--- config.mk ---
export PLATFORM = sky130hd
export DESIGN_NAME = lb_crc_path
export DESIGN_NICKNAME = d
export VERILOG_FILES = /design/src/rtl/lb_crc_pkg.sv /design/src/rtl/lb_ctrl.sv /design/src/rtl/lb_datapath.sv /design/src/rtl/lb_crc_path.sv
export SDC_FILE = /design/constraint.sdc
export NUM_CORES = 1
export LEC_CHECK = 0
export BUFFER_PORTS_ARGS = -buffer_cell sky130_fd_sc_hd__buf_2
export CORE_ASPECT_RATIO = 0.9
export CORE_MARGIN = 2
export CORE_UTILIZATION = 35
export CTS_CLUSTER_SIZE = 24
export DETAILED_ROUTE_END_ITERATION = 6
export PLACE_DENSITY_LB_ADDON = 0.12
export SLEW_MARGIN = 10
export SYNTH_ARGS = -nofsm -noshare
export SYNTH_HDL_FRONTEND = slang
export SYNTH_SLANG_ARGS = --single-unit
--- constraint.sdc ---
create_clock -name clk -period 4.4 [get_ports clk]
set_input_delay 1.32 -clock clk [delete_from_list [all_inputs] [get_ports clk]]
set_output_delay 1.32 -clock clk [all_outputs]
set_load 0.1 [all_outputs]
--- src/rtl/lb_crc_pkg.sv ---
package lb_crc_pkg;
  localparam int FCS_BYTES = 4;
  localparam int SEL_W = $clog2(FCS_BYTES);
  localparam logic [31:0] CRC_POLY_REFL = 32'hEDB88320;
  localparam logic [31:0] CRC_GOOD_REFL = 32'hDEBB20E3;

  typedef struct packed {
    logic crcInit;
    logic crcUpd;
    logic pass;
    logic emitFcs;
    logic [SEL_W-1:0] fcsSel;
    logic lastOut;
    logic checkNow;
    logic hashNow;
    logic ownerRx;
  } lbStrobe_t;

  function automatic logic [31:0] crcStep(input logic [31:0] c, input logic [7:0] d);
    logic [31:0] r;
    r = c;
    for (int i = 0; i < 8; i++) begin
      if (r[0] ^ d[i]) r = (r >> 1) ^ CRC_POLY_REFL;
      else r = r >> 1;
    end
    return r;
  endfunction
endpackage

--- src/rtl/lb_ctrl.sv ---
module lb_ctrl
  import lb_crc_pkg::*;
#(
  parameter int DA_BYTES = 6
) (
  input  logic      clk,
  input  logic      rst_n,
  input  logic      txValid,
  input  logic      txSof,
  input  logic      txEof,
  input  logic      crcToRx,
  output logic      txReady,
  output lbStrobe_t strb
);
  localparam int CNT_W = $clog2(DA_BYTES + 2);
  localparam logic [CNT_W-1:0] CNT_MAX = CNT_W'(DA_BYTES + 1);

  logic appending;
  logic [SEL_W-1:0] appCnt;
  logic ownerRx;
  logic [CNT_W-1:0] byteCnt;
  logic acc, ownNow;

  assign txReady = !appending;
  assign acc     = txValid && !appending;
  assign ownNow  = txSof ? crcToRx : ownerRx;

  always_comb begin
    strb.crcInit  = acc && txSof;
    strb.crcUpd   = acc;
    strb.pass     = acc;
    strb.emitFcs  = appending;
    strb.fcsSel   = appCnt;
    strb.checkNow = acc && txEof && ownNow;
    strb.lastOut  = (acc && txEof && ownNow) ||
                    (appending && appCnt == SEL_W'(FCS_BYTES - 1));
    strb.hashNow  = acc && ownNow && !txSof && (byteCnt == CNT_W'(DA_BYTES - 1));
    strb.ownerRx  = ownNow;
  end

  always_ff @(posedge clk or negedge rst_n) begin
    if (!rst_n) begin
      appending <= 1'b0;
      appCnt    <= '0;
      ownerRx   <= 1'b0;
      byteCnt   <= '0;
    end else begin
      if (acc && txSof) ownerRx <= crcToRx;
      if (acc) begin
        if (txSof) byteCnt <= CNT_W'(1);
        else if (byteCnt != CNT_MAX) byteCnt <= byteCnt + 1'b1;
      end
      if (acc && txEof && !ownNow) begin
        appending <= 1'b1;
        appCnt    <= '0;
      end else if (appending) begin
        appCnt <= appCnt + 1'b1;
        if (appCnt == SEL_W'(FCS_BYTES - 1)) appending <= 1'b0;
      end
    end
  end

  // ownership only moves with an accepted start byte
  a_r1_owner_hold: assert property (@(posedge clk) disable iff (!rst_n)
    !(acc && txSof) |=> $stable(ownerRx));
  // transmit-owned frame end starts the append
  a_r2_append_starts: assert property (@(posedge clk) disable iff (!rst_n)
    (acc && txEof && !ownNow) |=> (appending && !txReady));
  // receive-owned frame end never appends
  a_r4_no_append: assert property (@(posedge clk) disable iff (!rst_n)
    (acc && txEof && ownNow) |=> !appending);
endmodule

--- src/rtl/lb_datapath.sv ---
module lb_datapath
  import lb_crc_pkg::*;
#(
  parameter int FILTER_BITS = 64
) (
  input  logic                   clk,
  input  logic                   rst_n,
  input  lbStrobe_t              strb,
  input  logic [7:0]             txByte,
  input  logic                   txSof,
  input  logic                   loopEn,
  input  logic                   extLoop,
  input  logic [FILTER_BITS-1:0] addrFilter,
  output logic                   rxValid,
  output logic [7:0]             rxByte,
  output logic                   rxSof,
  output logic                   rxEof,
  output logic                   netTxEn,
  output logic                   fcsErr,
  output logic                   mcastAccept
);
  localparam int IDX_W = $clog2(FILTER_BITS);

  logic [31:0] crcReg, crcIn, crcNext;
  logic daGroup;
  logic outValid;
  logic [7:0] outByte;
  logic [31:0] fcsWord;

  assign crcIn    = strb.crcInit ? 32'hFFFF_FFFF : crcReg;
  assign crcNext  = crcStep(crcIn, txByte);
  assign fcsWord  = ~crcReg;
  assign outValid = strb.pass || strb.emitFcs;
  assign outByte  = strb.emitFcs ? fcsWord[8*strb.fcsSel +: 8] : txByte;

  always_ff @(posedge clk or negedge rst_n) begin
    if (!rst_n) begin
      crcReg      <= '1;
      daGroup     <= 1'b0;
      rxValid     <= 1'b0;
      rxByte      <= '0;
      rxSof       <= 1'b0;
      rxEof       <= 1'b0;
      netTxEn     <= 1'b0;
      fcsErr      <= 1'b0;
      mcastAccept <= 1'b0;
    end else begin
      if (strb.crcUpd) crcReg <= crcNext;
      if (strb.crcInit) daGroup <= txByte[0];
      rxValid <= outValid && loopEn;
      netTxEn <= outValid && !(loopEn && !extLoop);
      rxByte  <= outByte;
      rxSof   <= strb.pass && txSof;
      rxEof   <= strb.lastOut;
      if (strb.checkNow) fcsErr <= (crcNext != CRC_GOOD_REFL);
      else if (strb.crcInit) fcsErr <= 1'b0;
      if (strb.hashNow) mcastAccept <= daGroup && addrFilter[crcNext[IDX_W-1:0]];
      else if (strb.crcInit) mcastAccept <= 1'b0;
    end
  end

  // error flag moves only at frame end or frame start
  a_r5_err_stable: assert property (@(posedge clk) disable iff (!rst_n)
    !(strb.checkNow || strb.crcInit) |=> $stable(fcsErr));
  // nothing looped back while loopback is off
  a_r9_no_loop_out: assert property (@(posedge clk) disable iff (!rst_n)
    !loopEn |=> !rxValid);
  // receive checks stay quiet for transmit-owned frames
  a_r3_quiet_tx_owner: assert property (@(posedge clk) disable iff (!rst_n)
    (strb.crcInit && !strb.checkNow && !strb.ownerRx) |=> (!fcsErr && !mcastAccept));
endmodule

--- src/rtl/lb_crc_path.sv ---
module lb_crc_path
  import lb_crc_pkg::*;
#(
  parameter int FILTER_BITS = 64,
  parameter int DA_BYTES    = 6
) (
  input  logic                   clk,
  input  logic                   rst_n,
  input  logic                   txValid,
  input  logic [7:0]             txByte,
  input  logic                   txSof,
  input  logic                   txEof,
  output logic                   txReady,
  input  logic                   crcToRx,
  input  logic                   loopEn,
  input  logic                   extLoop,
  input  logic                   tpSelect,
  input  logic                   runtCfg,
  input  logic [FILTER_BITS-1:0] addrFilter,
  output logic                   rxValid,
  output logic [7:0]             rxByte,
  output logic                   rxSof,
  output logic                   rxEof,
  output logic                   netTxEn,
  output logic                   fcsErr,
  output logic                   mcastAccept,
  output logic                   runtAccept,
  output logic                   collisionEn
);
  lbStrobe_t strb;

  lb_ctrl #(.DA_BYTES(DA_BYTES)) u_ctrl (
    .clk(clk), .rst_n(rst_n), .txValid(txValid), .txSof(txSof), .txEof(txEof),
    .crcToRx(crcToRx), .txReady(txReady), .strb(strb)
  );

  lb_datapath #(.FILTER_BITS(FILTER_BITS)) u_dp (
    .clk(clk), .rst_n(rst_n), .strb(strb), .txByte(txByte), .txSof(txSof),
    .loopEn(loopEn), .extLoop(extLoop), .addrFilter(addrFilter),
    .rxValid(rxValid), .rxByte(rxByte), .rxSof(rxSof), .rxEof(rxEof),
    .netTxEn(netTxEn), .fcsErr(fcsErr), .mcastAccept(mcastAccept)
  );

  assign runtAccept  = runtCfg || loopEn;
  assign collisionEn = !(loopEn && extLoop && tpSelect);

  // loopback forces runt acceptance
  a_r7_runt_forced: assert property (@(posedge clk) disable iff (!rst_n)
    loopEn |-> runtAccept);
  // external twisted-pair loopback masks collisions
  a_r8_col_masked: assert property (@(posedge clk) disable iff (!rst_n)
    (loopEn && extLoop && tpSelect) |-> !collisionEn);
endmodule

Word level (Yosys, flattened, before mapping)
Cells that the tools add are included.
- flip-flop bits (word level): 54
- input bits: 82
- output and inout bits: 17
- logic and storage cells: 90
- $add $sub $neg: 2
- order comparisons: 1
- equality and inequality tests: 4
- shift operators: 1
- mux-type cells: 23
- bitwise gates (word level): 17
- reduce and logical (&&, ||, !) cells: 29
- operator list (operator ; number):
    2-to-1 mux 32 bit ; 9
    NOT 13 -> 14 bit ; 8
    inequality test 32 bit (second input constant) ; 1
    NOT 32 bit ; 1
    variable part select 32 x 6 -> 8 bit ; 1
    logical AND 1 bit ; 15
    2-to-1 mux 1 bit ; 8
    2-to-1 mux 8 bit ; 1
    nonzero test 2 bit ; 4
    bitwise XOR 1 bit ; 8
    < comparator 6 x 7 -> 1 bit (second input constant) ; 1
    binary-select mux 1 bit (select 6 bit) ; 1
    zero test 1 bit ; 6
    2-to-1 mux 3 bit ; 2
    2-to-1 mux 2 bit ; 2
    adder 3 x 1 -> 3 bit (second input constant) ; 1
    == test 3 bit (second input constant) ; 1
    logical OR 1 bit ; 3
    inequality test 3 bit (second input constant) ; 1
    adder 2 x 1 -> 2 bit (second input constant) ; 1
    == test 2 bit (second input constant) ; 1
    AND reduction 2 bit ; 1

Depth between registers and ports, before layout
- word-level depth: 24
- mapped depth: 14
- mapped depth without buffers: 13

By module
Synthesis repeated with hierarchy kept, for this count alone.
- cells, all modules: 531
- area, all modules: 4898.4 um^2
- by module, submodules not included (module ; instances ; cells each ; area each (um^2) ; sequential area each (um^2)):
    lb_datapath ; 1 ; 486 ; 4424.2 ; 1216.2
    lb_ctrl ; 1 ; 43 ; 462.9 ; 175.2
    lb_crc_path ; 1 ; 2 ; 11.3 ; 0.0

Worst setup path after synthesis
OpenSTA, ideal clock, no wires.
- path type: input to register
- start: in txByte[7]
- end: reg u_dp.fcsErr
- library setup time: 149 ps
- arrival time: 3611 ps
- required time: 4251 ps
- slack: 640 ps
- stages on the path: 12
- buffers on the path: 1
- cells stage by stage: or2_2 o211a_1 xnor2_2 inv_2 buf_2 ha_1 nand2_1 or4b_1 nor4_2 o221ai_1 nor4_2 a41oi_1
- cells in the longest elaborated chain, start to end: 4
- RTL lines (what ; RTL line ; source):
    start: declaration ; lb_crc_path.sv:10 ; input logic [7:0] txByte,
    bitwise XOR 1 bit ; lb_crc_pkg.sv:23 ; if (r[0] ^ d[i]) r = (r >> 1) ^ CRC_POLY_REFL;
    2-to-1 mux 32 bit ; lb_crc_pkg.sv:23 ;
    named net u_dp.crcNext[31] ; lb_datapath.sv:24 ; logic [31:0] crcReg, crcIn, crcNext;
    inequality test 32 bit ; lb_datapath.sv:55 ; if (strb.checkNow) fcsErr <= (crcNext != CRC_GOOD_REFL);
    2-to-1 mux 1 bit ; lb_datapath.sv:55 ;
    end signal: assignment ; lb_datapath.sv:55 ;
    end: declaration ; lb_datapath.sv:19 ; output logic fcsErr,
The timed path passes the listed nets, and every way through them passes these cells.
A chain may end at the register's enable or synchronous reset.

Final worst setup path
- start: in txValid
- end: reg u_dp.mcastAccept
- cells in the longest elaborated chain, start to end: 18
- elaborated cells between the ends (all ways): 35
- classes of those cells: mux (12); bitwise (16); reduce/logical (7)
- RTL lines (what ; RTL line ; source):
    start: declaration ; lb_crc_path.sv:9 ; input logic txValid,
    logical AND 1 bit (*) ; lb_ctrl.sv:25 ; assign acc = txValid && !appending;
    logical AND 1 bit ; lb_ctrl.sv:29 ; strb.crcInit = acc && txSof;
    2-to-1 mux 32 bit ; lb_datapath.sv:30 ; assign crcIn = strb.crcInit ? 32'hFFFF_FFFF : crcReg;
    2-to-1 mux 32 bit (tied with other cells) ; lb_crc_pkg.sv:23 ;
    bitwise XOR 1 bit (tied with other cells) ; lb_crc_pkg.sv:23 ;
    2-to-1 mux 32 bit (tied with other cells) ; lb_crc_pkg.sv:23 ;
    NOT 13 -> 14 bit (no line) (tied with other cells) ; n/a ;
    2-to-1 mux 32 bit / NOT 13 -> 14 bit (equally long branches) (3 in a row) ; n/a ;
    NOT 13 -> 14 bit (no line) / 2-to-1 mux 32 bit (equally long branches) ; n/a ;
    2-to-1 mux 32 bit / NOT 13 -> 14 bit (equally long branches) (2 in a row) ; n/a ;
    2-to-1 mux 32 bit ; lb_crc_pkg.sv:23 ;
    binary-select mux 1 bit (select 6 bit) ; lb_datapath.sv:57 ; if (strb.hashNow) mcastAccept <= daGroup && addrFilter[crcNext[IDX_W-1:0]];
    2-to-1 mux 1 bit (not written as such) ; lb_datapath.sv:57 ;
    logical AND 1 bit ; lb_datapath.sv:57 ;
    2-to-1 mux 1 bit ; lb_datapath.sv:57 ;
    end signal: assignment ; lb_datapath.sv:57 ;
    end: declaration ; lb_datapath.sv:20 ; output logic mcastAccept
Mark *: on every way between the ends. The rest lies on a longest branch, timed or not. The select of a mux whose other input is x is not followed.

==> impl_metrics.py <==
metrics = {
    "cts": {
        "cts-htree-levels": 2,
        "clkSlewWorstSetupHoldPaths_ns": 0.07,
        "clock_latency_ns": 0.30,
        "cts_root_buf": "clkbuf_16",
        "post_cts_resize_count": 0,
        "clkSinkCount": 54,
        "cts_max_path_buffers": 2,
        "cts_tree": "built",
        "cts_hold_buffers": 0,
        "post_cts_buffers": 0,
        "cts_made_buffers": 5,
    },
    "worst_setup_path": {
        "critPathMaxFanout": 13,
        "regToRegSetupSlack_ns": 1.30,
        "ff2ff_path_depth": 11,
        "reg2reg_to": "u_dp.mcastAccept",
        "critPathCaptureType": "flip-flop",
        "critical_path_class": "input port to flip-flop",
        "crit_required_ns": 4.57,
        "cp.arrival_ns": 3.75,
        "cp-start-kind": "input port",
        "reg2reg_from": "u_ctrl.appending",
    },
    "sta": {
        "finClkSkew_ns": 0.00724,
        "rsz0062_at_grt": "no",
        "finalSetupViolations": 0,
        "drv_slew": 0,
        "max_freq_mhz": 279,
        "post-route-min-period_ns": 3.58,
        "worst_pin_slew_ns": 1.10,
        "final-hold-violation-count": 0,
        "relSlewSlack_pct": 26.5,
        "period_share_pct": 81.3,
        "setup_tns_ns": 0,
    },
    "route": {
        "ant_nets": 0,
        "met3_length_um": 524,
        "wl_met2_um": 6310,
        "drc": 0,
        "drtPass1Iterations": 4,
        "drt_iter0_drc": 126,
        "viasPerCell": 5.15,
        "drt-wirelength-per-cell_um": 18.1,
        "routed.top_layer": "met4",
        "met1Wirelength_um": 6090,
        "wirelength_um": 13000,
        "vias": 3705,
    },
    "finish": {
        "final_area_sq_um": 5470,
        "fin_nets": 637,
        "layout_commonest_cell": "buf_2",
        "final_cell_mix": "buf_2, xnor2_1, nand2_1",
        "final_util_pct": 41.5,
        "syn_to_final_growth_pct": 17.2,
        "insertedDiodeCount": 0,
        "drive_above_1_share_pct": 33.4,
    },
    "floorplan": {
        "ioPinCount": 99,
        "start_util_pct": 35.4,
        "die_area_sq_um": 14300,
        "num_rows": 40,
        "die_x_um": 126,
        "chipHeight_um": 114,
        "coreArea_sq_um": 13200,
    },
    "synth": {
        "synthArstFlopShare_pct": 100,
        "yosysWarnings": 0,
        "synthesis.area_sq_um": 4670,
        "ys_seq_area_share_pct": 29.8,
        "syn_nets": 551,
        "synth_edf_count": 0,
        "avgSynthCellArea_sq_um": 10.1,
        "syn_inst": 464,
        "ys.flop_type": "dfstp_2",
        "synth_seq_cells": 54,
        "ys_types": 59,
    },
    "worst_hold_path": {
        "worstHoldPathType": "flip-flop to flip-flop",
        "hp-start": "u_dp.crcReg[24]",
        "min_delay_path_depth": 2,
        "worst_hold_path.endpoint": "u_dp.crcReg[24]",
    },
    "global_routing": {
        "grt_pass1_wl_um": 20500,
        "groute.usage.overall_pct": 18.5,
        "grt_max_degree": 67,
        "grt.overflow.total": 0,
        "antenna_found_initial": 0,
        "grt_pass1_vias": 3690,
    },
    "placement": {
        "dp_hpwl_um": 9980,
        "dpl_cell_area_sq_um": 5300,
        "numPortBuffers": 98,
        "gp_congestion": 0.890,
    },
    "run_status": {
        "status": "complete, no violations",
    },
    "job": {
        "max_cap_viol_count": 0,
    },
}
[cell families after synthesis]
| kind of cell | Yosys count | synth area share (%) |
|---|---|---|
| flops | 54 | 29.8 |
| xor+xnor | 98 | 23.5 |
| buf+inv | 43 | 4.59 |
| fa+ha+maj | 5 | 1.34 |
| simple gates | 151 | 15.3 |
| compound gates | 76 | 9.82 |
| mux | 37 | 15.7 |
[state kept, by name (all words and copies together) (netlist names), 2 cells and up]
name            cells
u_ctrl.byteCnt      3
u_ctrl.appCnt       2
u_dp.crcReg        32
u_dp.rxByte         8
[Yosys cell counts, types with 8 or more instances]
| library cell | number | area, sq um |
|---|---|---|
| a21oi_1 | 18 | 90.1 |
| buf_2 | 9 | 45.0 |
| clkbuf_1 | 16 | 60.1 |
| dfrtp_1 | 22 | 551 |
| dfstp_2 | 32 | 841 |
| mux2i_1 | 12 | 120 |
| mux4_1 | 16 | 420 |
| mux4_2 | 8 | 180 |
| nand2_1 | 55 | 206 |
| nor2_1 | 50 | 188 |
| nor3_1 | 10 | 50.1 |
| o21ai_0 | 35 | 175 |
| xnor2_1 | 66 | 578 |
| xnor3_1 | 9 | 203 |
| xor2_1 | 14 | 123 |
[worst max-delay path, cell delays in order]
cell and delay, ns:
buf_2 0.15, nand3b_4 0.09, inv_2 0.24, nor2_1 0.10
xnor2_1 0.69, buf_4 0.30, mux4_1 0.30, mux2i_1 0.17
mux2i_1 0.09, o21ai_0 0.18, o31ai_1 0.10
[metal layers]
| metal | global-route usage, % | vias to the layer above |
|---|---|---|
| met3 | 2.35 | 7 |
| met2 | 32.2 | 127 |
| met4 | 3.33 | 0 |
| met5 | 0 | - |
| met1 | 25.2 | 1784 |
| li1 | - | 1787 |
[worst max-delay path by stage]
stage / startpoint / end / slack (ns) / depth (start not counted)
floorplan: txByte[7] / u_dp.fcsErr / 0.64 / 12
global placement: txValid / u_dp.fcsErr / 0.55 / 10
detailed placement: txValid / u_dp.mcastAccept / 0.44 / 11
CTS: txValid / u_dp.mcastAccept / 0.77 / 11
global route: txValid / u_dp.mcastAccept / 0.56 / 11
finish: txValid / u_dp.mcastAccept / 0.82 / 11
[cell type report]
cell class,count,area [sq um]
multi-input cells,367,3060
clock buffers,5,125
repair buffers,113,603
inverters,9,33.8
flip-flops and latches,54,1390
well taps,168,210
clock inverters,3,40.0
fillers,1296,7700
[stage by stage]
step	cells	setup WS [ns]	hold slack, ns
3_5_place_dp	711	0.443	0.494
2_1_floorplan	464	0.640	0.463
6_report	719	0.821	0.500
5_1_grt	719	0.559	0.523
3_3_place_gp	711	0.552	0.486
4_1_cts	719	0.774	0.503
Power is not shown: default switching activity piles up to over one toggle a cycle in this logic, so the estimate is an artifact.
